==> config.mk <==
export PLATFORM = sky130hd
export DESIGN_NAME = brc_unit
export DESIGN_NICKNAME = d
export VERILOG_FILES = /design/src/rtl/brc_pkg.sv /design/src/rtl/brc_decode.sv /design/src/rtl/brc_cond_eval.sv /design/src/rtl/brc_target.sv /design/src/rtl/brc_unit.sv
export SDC_FILE = /design/constraint.sdc
export NUM_CORES = 1
export LEC_CHECK = 0
export ABC_AREA = 1
export ABC_CLOCK_PERIOD_IN_PS = 1800
export BUFFER_PORTS_ARGS = -buffer_cell sky130_fd_sc_hd__buf_2
export CELL_PAD_IN_SITES_DETAIL_PLACEMENT = 1
export CELL_PAD_IN_SITES_GLOBAL_PLACEMENT = 2
export CORE_MARGIN = 2
export CORE_UTILIZATION = 23
export DETAILED_ROUTE_END_ITERATION = 16
export PLACE_DENSITY_LB_ADDON = 0.3
export SKIP_LAST_GASP = 1
export SLEW_MARGIN = 0
export SYNTH_ARGS = -nofsm -noshare
export SYNTH_HDL_FRONTEND = slang
export SYNTH_SLANG_ARGS = --single-unit
==> constraint.sdc <==
create_clock -name vclk -period 1.8
set_clock_uncertainty 0.1 [all_clocks]
set_input_delay 0 -clock vclk [all_inputs]
set_output_delay 0 -clock vclk [all_outputs]
set_load 0.005 [all_outputs]
==> src/rtl/brc_pkg.sv <==
package brc_pkg;

  typedef enum logic [2:0] {
    GRP_ALWAYS = 3'd0,
    GRP_EQ     = 3'd1,
    GRP_SLT    = 3'd2,
    GRP_SLE    = 3'd3,
    GRP_ULT    = 3'd4,
    GRP_ULE    = 3'd5,
    GRP_NEG    = 3'd6,
    GRP_OVF    = 3'd7
  } cond_grp_e;

  typedef struct packed {
    logic n;
    logic z;
    logic v;
    logic c;
  } flags_t;

  // Raw test value of a condition group, before the sense bit is applied.
  function automatic logic cond_test(input cond_grp_e grp, input flags_t f);
    logic signed_lt;
    signed_lt = f.n ^ f.v;
    unique case (grp)
      GRP_ALWAYS: cond_test = 1'b0;
      GRP_EQ:     cond_test = f.z;
      GRP_SLT:    cond_test = signed_lt;
      GRP_SLE:    cond_test = signed_lt | f.z;
      GRP_ULT:    cond_test = f.c;
      GRP_ULE:    cond_test = f.c | f.z;
      GRP_NEG:    cond_test = f.n;
      GRP_OVF:    cond_test = f.v;
      default:    cond_test = 1'b0;
    endcase
  endfunction

endpackage

==> src/rtl/brc_decode.sv <==
module brc_decode #(
  parameter int INSTR_W = 16,
  parameter int OFFS_W  = 9,
  parameter int GRP_W   = 3
) (
  input  logic [INSTR_W-1:0] instr_word,
  output logic               is_sys,
  output logic               is_branch,
  output logic               is_uncond,
  output logic [GRP_W-1:0]   grp,
  output logic               sense_inv,
  output logic [OFFS_W-1:0]  offset
);
  localparam int OFFS_LSB = 1;
  localparam int GRP_LSB  = OFFS_LSB + OFFS_W;
  localparam int MAJ_LSB  = GRP_LSB + GRP_W;
  localparam int MAJ_W    = INSTR_W - MAJ_LSB;

  logic major_zero;
  logic grp_zero;

  always_comb begin
    major_zero = (instr_word[INSTR_W-1:MAJ_LSB] == {MAJ_W{1'b0}});
    grp        = instr_word[MAJ_LSB-1:GRP_LSB];
    grp_zero   = (grp == {GRP_W{1'b0}});
    offset     = instr_word[GRP_LSB-1:OFFS_LSB];
    sense_inv  = instr_word[0];
    is_sys     = major_zero & grp_zero & ~sense_inv;
    is_uncond  = major_zero & grp_zero &  sense_inv;
    is_branch  = major_zero & ~is_sys;
  end
endmodule

==> src/rtl/brc_cond_eval.sv <==
module brc_cond_eval
  import brc_pkg::*;
#(
  parameter int GRP_W = 3
) (
  input  logic [GRP_W-1:0] grp,
  input  flags_t           flags,
  output logic             cond_raw
);
  always_comb begin
    cond_raw = cond_test(cond_grp_e'(grp), flags);
  end
endmodule

==> src/rtl/brc_target.sv <==
module brc_target #(
  parameter int ADDR_W = 16,
  parameter int OFFS_W = 9
) (
  input  logic [ADDR_W-1:0] base_addr,
  input  logic [OFFS_W-1:0] offset,
  output logic [ADDR_W-1:0] target
);
  localparam int                EXT_W     = ADDR_W - OFFS_W - 1;
  localparam logic [ADDR_W-1:0] STEP      = ADDR_W'(2);
  localparam logic [ADDR_W-1:0] EVEN_MASK = ~ADDR_W'(1);

  // Sign-extend the word offset and turn it into a byte displacement.
  function automatic logic [ADDR_W-1:0] byte_disp(input logic [OFFS_W-1:0] off);
    byte_disp = {{EXT_W{off[OFFS_W-1]}}, off, 1'b0};
  endfunction

  logic [ADDR_W-1:0] raw_sum;

  always_comb begin
    raw_sum = base_addr + STEP + byte_disp(offset);
    target  = raw_sum & EVEN_MASK;
  end
endmodule

==> src/rtl/brc_unit.sv <==
module brc_unit
  import brc_pkg::*;
#(
  parameter int INSTR_W = 16,
  parameter int ADDR_W  = 16,
  parameter int OFFS_W  = 9,
  parameter int GRP_W   = 3
) (
  input  logic [INSTR_W-1:0] instr_word,
  input  logic [ADDR_W-1:0]  instr_addr,
  input  logic               flag_n,
  input  logic               flag_z,
  input  logic               flag_v,
  input  logic               flag_c,
  output logic               is_branch,
  output logic               br_taken,
  output logic [ADDR_W-1:0]  br_target
);
  logic              is_sys;
  logic              is_uncond;
  logic [GRP_W-1:0]  grp;
  logic              sense_inv;
  logic [OFFS_W-1:0] offset;
  logic              cond_raw;
  flags_t            flags;

  assign flags = '{n: flag_n, z: flag_z, v: flag_v, c: flag_c};

  brc_decode #(.INSTR_W(INSTR_W), .OFFS_W(OFFS_W), .GRP_W(GRP_W)) u_dec (
    .instr_word (instr_word),
    .is_sys     (is_sys),
    .is_branch  (is_branch),
    .is_uncond  (is_uncond),
    .grp        (grp),
    .sense_inv  (sense_inv),
    .offset     (offset)
  );

  brc_cond_eval #(.GRP_W(GRP_W)) u_cond (
    .grp      (grp),
    .flags    (flags),
    .cond_raw (cond_raw)
  );

  brc_target #(.ADDR_W(ADDR_W), .OFFS_W(OFFS_W)) u_tgt (
    .base_addr (instr_addr),
    .offset    (offset),
    .target    (br_target)
  );

  always_comb begin
    if (!is_branch)     br_taken = 1'b0;
    else if (is_uncond) br_taken = 1'b1;
    else                br_taken = cond_raw ^ sense_inv;
  end
endmodule

======== Word level (Yosys, flattened, before mapping) ========
Cells that the tools add are included.
Widths: inputs -> output; s select.
word-level totals
  register bits ........................... 0
  input bits .............................. 36
  output and inout port bits .............. 18
cells by class
  multiplexer cells ....................... 3
  bitwise operators ....................... 10
  eq/ne operators ......................... 7
  $add $sub $neg .......................... 2
  reduce and logical (&&, ||, !) cells .... 2
operator list
  kind                   number
  $add 16x16->16         1
  $add 16x2->16 const B  1
  $eq 3x3->1 const B     4
  $pmux 1 s8             1
  $eq 3x2->1 const B     2
  $logic_not 3->1        2
  $and 1x1->1            4
  $eq 3x1->1 const B     1
  $mux 1                 2
  $not 1->1              2
  $or 1x1->1             2
  $xor 1x1->1            2

======== Depth between registers and ports, before layout ========
  depth in word-level cells ............... 6
  mapped depth ............................ 11

======== Modules after synthesis ========
A second synthesis with hierarchy kept.
second synthesis, totals
  cell total of the unflattened synthesis .. 214
  area, all modules ....................... 1252.5 um^2
by module, submodules not included
  module         cells each  instances  area each (um^2)
  brc_target     166         1          1007.2
  brc_decode     26          1          150.1
  brc_cond_eval  14          1          63.8
  brc_unit       8           1          31.3

======== Worst setup path after synthesis ========
No wires, ideal clock.
  kind .................................... input to output
  from .................................... input instr_word[2]
  to ...................................... output br_target[8]
  data arrival time ....................... 1.462 ns
  slack ................................... 0.238 ns
  data required time ...................... 1.700 ns
  cell stages on the path ................. 7
  cell sequence ........................... ha_1 ha_1 fa_1 nand3_1 nand3_1 a21oi_1 xnor2_1
between the ends
  word-level cells in the longest chain between the ends .. 1
ends and longest elaborated chain
  element         RTL line          text
  from (decl)     brc_unit.sv:9     input logic [INSTR_W-1:0] instr_word,
  $add 16x16->16  brc_target.sv:21  raw_sum = base_addr + STEP + byte_disp(offset);
  to (decl)       brc_unit.sv:17    output logic [ADDR_W-1:0] br_target
No other way between the ends.

======== Worst setup path in the final report ========
  from .................................... input instr_word[2]
  to ...................................... output br_target[6]
The elaborated chain is that of the path after synthesis.

==> impl_table.tex <==
\begin{tabular}{lr}
\hline
Metric & Value \\
\hline
\multicolumn{2}{l}{\textbf{GRT}} \\
Met3 demand-to-capacity share in global routing & 0.01111 \\
Largest net degree at the start of global routing & 8 \\
First-pass GRT wire length & 5.637 mm \\
Global-route usage over all layers & 0.1281 \\
Met1 capacity usage during global routing & 0.1761 \\
Antenna violations before repair & 0 \\
GRT Residual Overflow & 0 \\
Peak-usage layer in the global routing report & met2 \\
Number of global-route vias before repair & 1312 \\
Met2 layer usage reported by global route & 0.2304 \\
\multicolumn{2}{l}{\textbf{Power}} \\
Static power due to leakage & between 0.9 and 1 nW \\
Pwr/cell area & 384.0 nW/um2 \\
Worst ir drop on vdd & roughly 160 uV \\
\multicolumn{2}{l}{\textbf{Worst setup path}} \\
Endpoint required time on the critical path & 1.70 ns \\
Total buffers and inverters traversed by the critical path & 3 \\
Kind of start point of the critical path & input pin \\
Crit Path Category & in -> out \\
Crit Path Max Fanout & 4 \\
Cells along the critical path & buf\_2 > ha\_1 > ha\_1 > fa\_2 > nand3\_2 > nand3\_4 > buf\_4 > xor2\_1 > buf\_2 \\
CP peak stage delay & 0.37 ns \\
Worst path slowest cell & sky130\_fd\_sc\_hd\_\_fa\_2 \\
Total number of cells along the worst setup path & 9 \\
Data arrival time of the critical path & 1.60 ns \\
Nature of the critical path endpoint & output port \\
Kind of cell with the highest combined delay on the critical path & adder cells \\
\multicolumn{2}{l}{\textbf{Final layout}} \\
Number of nets in the finished design & around 310 \\
Synth-to-layout area growth & 36.13\% \\
Final Cell Area & between 1000 and 1500 um2 \\
Seq cells & 0 \\
CLK BUF & 0 \\
Sequential standard cell area & 0 um2 \\
Most frequent cells in the layout & sky130\_fd\_sc\_hd\_\_nand2\_1 (61), sky130\_fd\_sc\_hd\_\_buf\_2 (52), sky130\_fd\_sc\_hd\_\_inv\_1 (33) \\
Fraction of final layout cells with drive strength greater than 1 & 0.3042 \\
Antenna diodes & 0 \\
Most common cell after layout, fill and taps aside & sky130\_fd\_sc\_hd\_\_nand2\_1 \\
\multicolumn{2}{l}{\textbf{Timing}} \\
Tcrit/Tclk final & 0.9425 \\
Post-layout worst setup margin & 0.1034 ns \\
Count of pins over their slew limit & 0 \\
Post-route minimum period & 1.697 ns \\
Final setup vio count & 0 \\
Number of hold violations in the final report & 0 \\
Upper clock frequency limit & between 500 and 600 MHz \\
RSZ-0062 raised after global routing & true \\
\multicolumn{2}{l}{\textbf{Floorplan}} \\
Die span in x & 72.32 um \\
Number of cell rows & 24 \\
Die H & 72.32 um \\
I/O pins & 54 \\
Initial standard-cell utilization of the core & 0.2432 \\
Core region area & around 4400 um2 \\
Die outline area & 5230 um2 \\
\multicolumn{2}{l}{\textbf{Place}} \\
Detailed placement HPWL & 2.865 mm \\
Placer congestion estimate & 0.7996 \\
PortBufs & 52 \\
Pre-CTS setup slack & -0.08429 ns \\
Dpl cell area & 1414 um2 \\
\multicolumn{2}{l}{\textbf{Logic synthesis}} \\
Total standard cell area after synthesis & around 1100 um2 \\
Post-synthesis average cell area & 5.772 um2 \\
Part of the Yosys area used for sequential elements & 0 \\
Number of distinct library cell variants in the gate-level netlist after synthesis & 20 \\
Number of warnings issued by yosys & 0 \\
Post-Synthesis Cells & between 150 and 200 \\
Syn Nets & 250 \\
\multicolumn{2}{l}{\textbf{Worst hold path}} \\
Worst hold endpoint & is\_branch \\
Source of the worst hold timing path & instr\_word[11] \\
Number of cells on the worst hold path & 4 \\
Worst min-delay path class & in -> out \\
\multicolumn{2}{l}{\textbf{Routing}} \\
Total Routed Length & 3.110 mm \\
Number of vias per cell & 4.507 \\
Starting DRT DRC Count & 28 \\
Final antenna-violating net count & 0 \\
\# DRC & 0 \\
First drt pass iteration count & 4 \\
Vias & about 1300 \\
Routed wirelength normalized by instance count & about 11 um \\
\multicolumn{2}{l}{\textbf{Clocking}} \\
Post-CTS Setup Bufs & 0 \\
\multicolumn{2}{l}{\textbf{Status}} \\
Outcome & complete, no violations \\
\multicolumn{2}{l}{\textbf{Run}} \\
MaxCap Viol Count & 0 \\
\hline
\end{tabular}
cell usage after synthesis, drive strengths merged:
cell type	number	area, um2
nand2	64	247.7
inv	33	123.9
ha	27	337.8
nand3	17	90.09
nor2	15	61.31
a21oi	9	45.04
xnor2	5	43.79
nand4	4	25.02
xor2	4	35.03
and2	1	6.260
buf	1	7.510
conb	1	3.750
fa	1	20.02
nor3	1	5.000
o21ai	1	5.000
o21bai	1	7.510
o41ai	1	8.760
worst max-delay path by stage:
stage	startpoint	slack (ns)	to
global placement	instr_word[2]	-0.05	br_target[8]
finish	instr_word[2]	0.10	br_target[6]
detailed placement	instr_word[2]	-0.08	br_target[8]
floorplan	instr_word[2]	0.24	br_target[8]
CTS	instr_word[9]	0.03	br_target[15]
global route	instr_word[9]	-0.03	br_target[15]
area by class of cell:
type	count	area, um2
repair buffers	55	282.8
inverters	33	123.9
multi-input cells	152	989.7
well taps	52	65.06
fillers	604	2953
stage by stage:
| step | TNS [ns] | util | hold slack (ns) | total power, mW | cells |
|---|---|---|---|---|---|
| 3_3_place_gp | -0.1210 | 0.3203 | 0.2208 | 0.5418 | 292 |
| 4_1_cts | 0 | 0.3237 | 0.2134 | 0.5587 | 292 |
| 5_1_grt | -0.02543 | 0.3311 | 0.2377 | 0.6485 | 292 |
| 6_report | 0 | 0.3311 | 0.2108 | 0.5612 | 292 |
| 3_5_place_dp | -0.2565 | 0.3203 | 0.2111 | 0.5482 | 292 |
| 2_1_floorplan | 0 | - | -0.008754 | 0.3339 | 186 |
kinds of logic after synthesis:
logic type | Yosys count | synth area share
simple gates | 102 | 0.4056
buf+inv | 34 | 0.1224
fa+ha+maj | 28 | 0.3333
compound gates | 12 | 0.06177
xor+xnor | 9 | 0.07342
other cells | 1 | 0.003493
power breakdown:
group / internal [mW] / leakage [nW] / switching [mW] / total (mW)
Sequential: 0 / 0 / 0 / 0
Combinational: 0.253 / 0.916 / 0.308 / 0.561
Clock: 0 / 0 / 0 / 0
metal layers:
metal	wire length (um)	share of wire	vias to the layer above
li1	-	-	704
met1	1511	0.49	572
met2	1377	0.44	40
met3	220	0.071	0
met4	0	0	0
met5	0	0	-
timing repair:
item / 4_1_cts / 5_1_grt
resized for setup: 4 / 9
endpoints found under the setup margin: 4 / 7
hold endpoints to repair: 0 / 0
hold buffers: 0 / 0
Note: power is estimated with default switching activity, not from simulation.
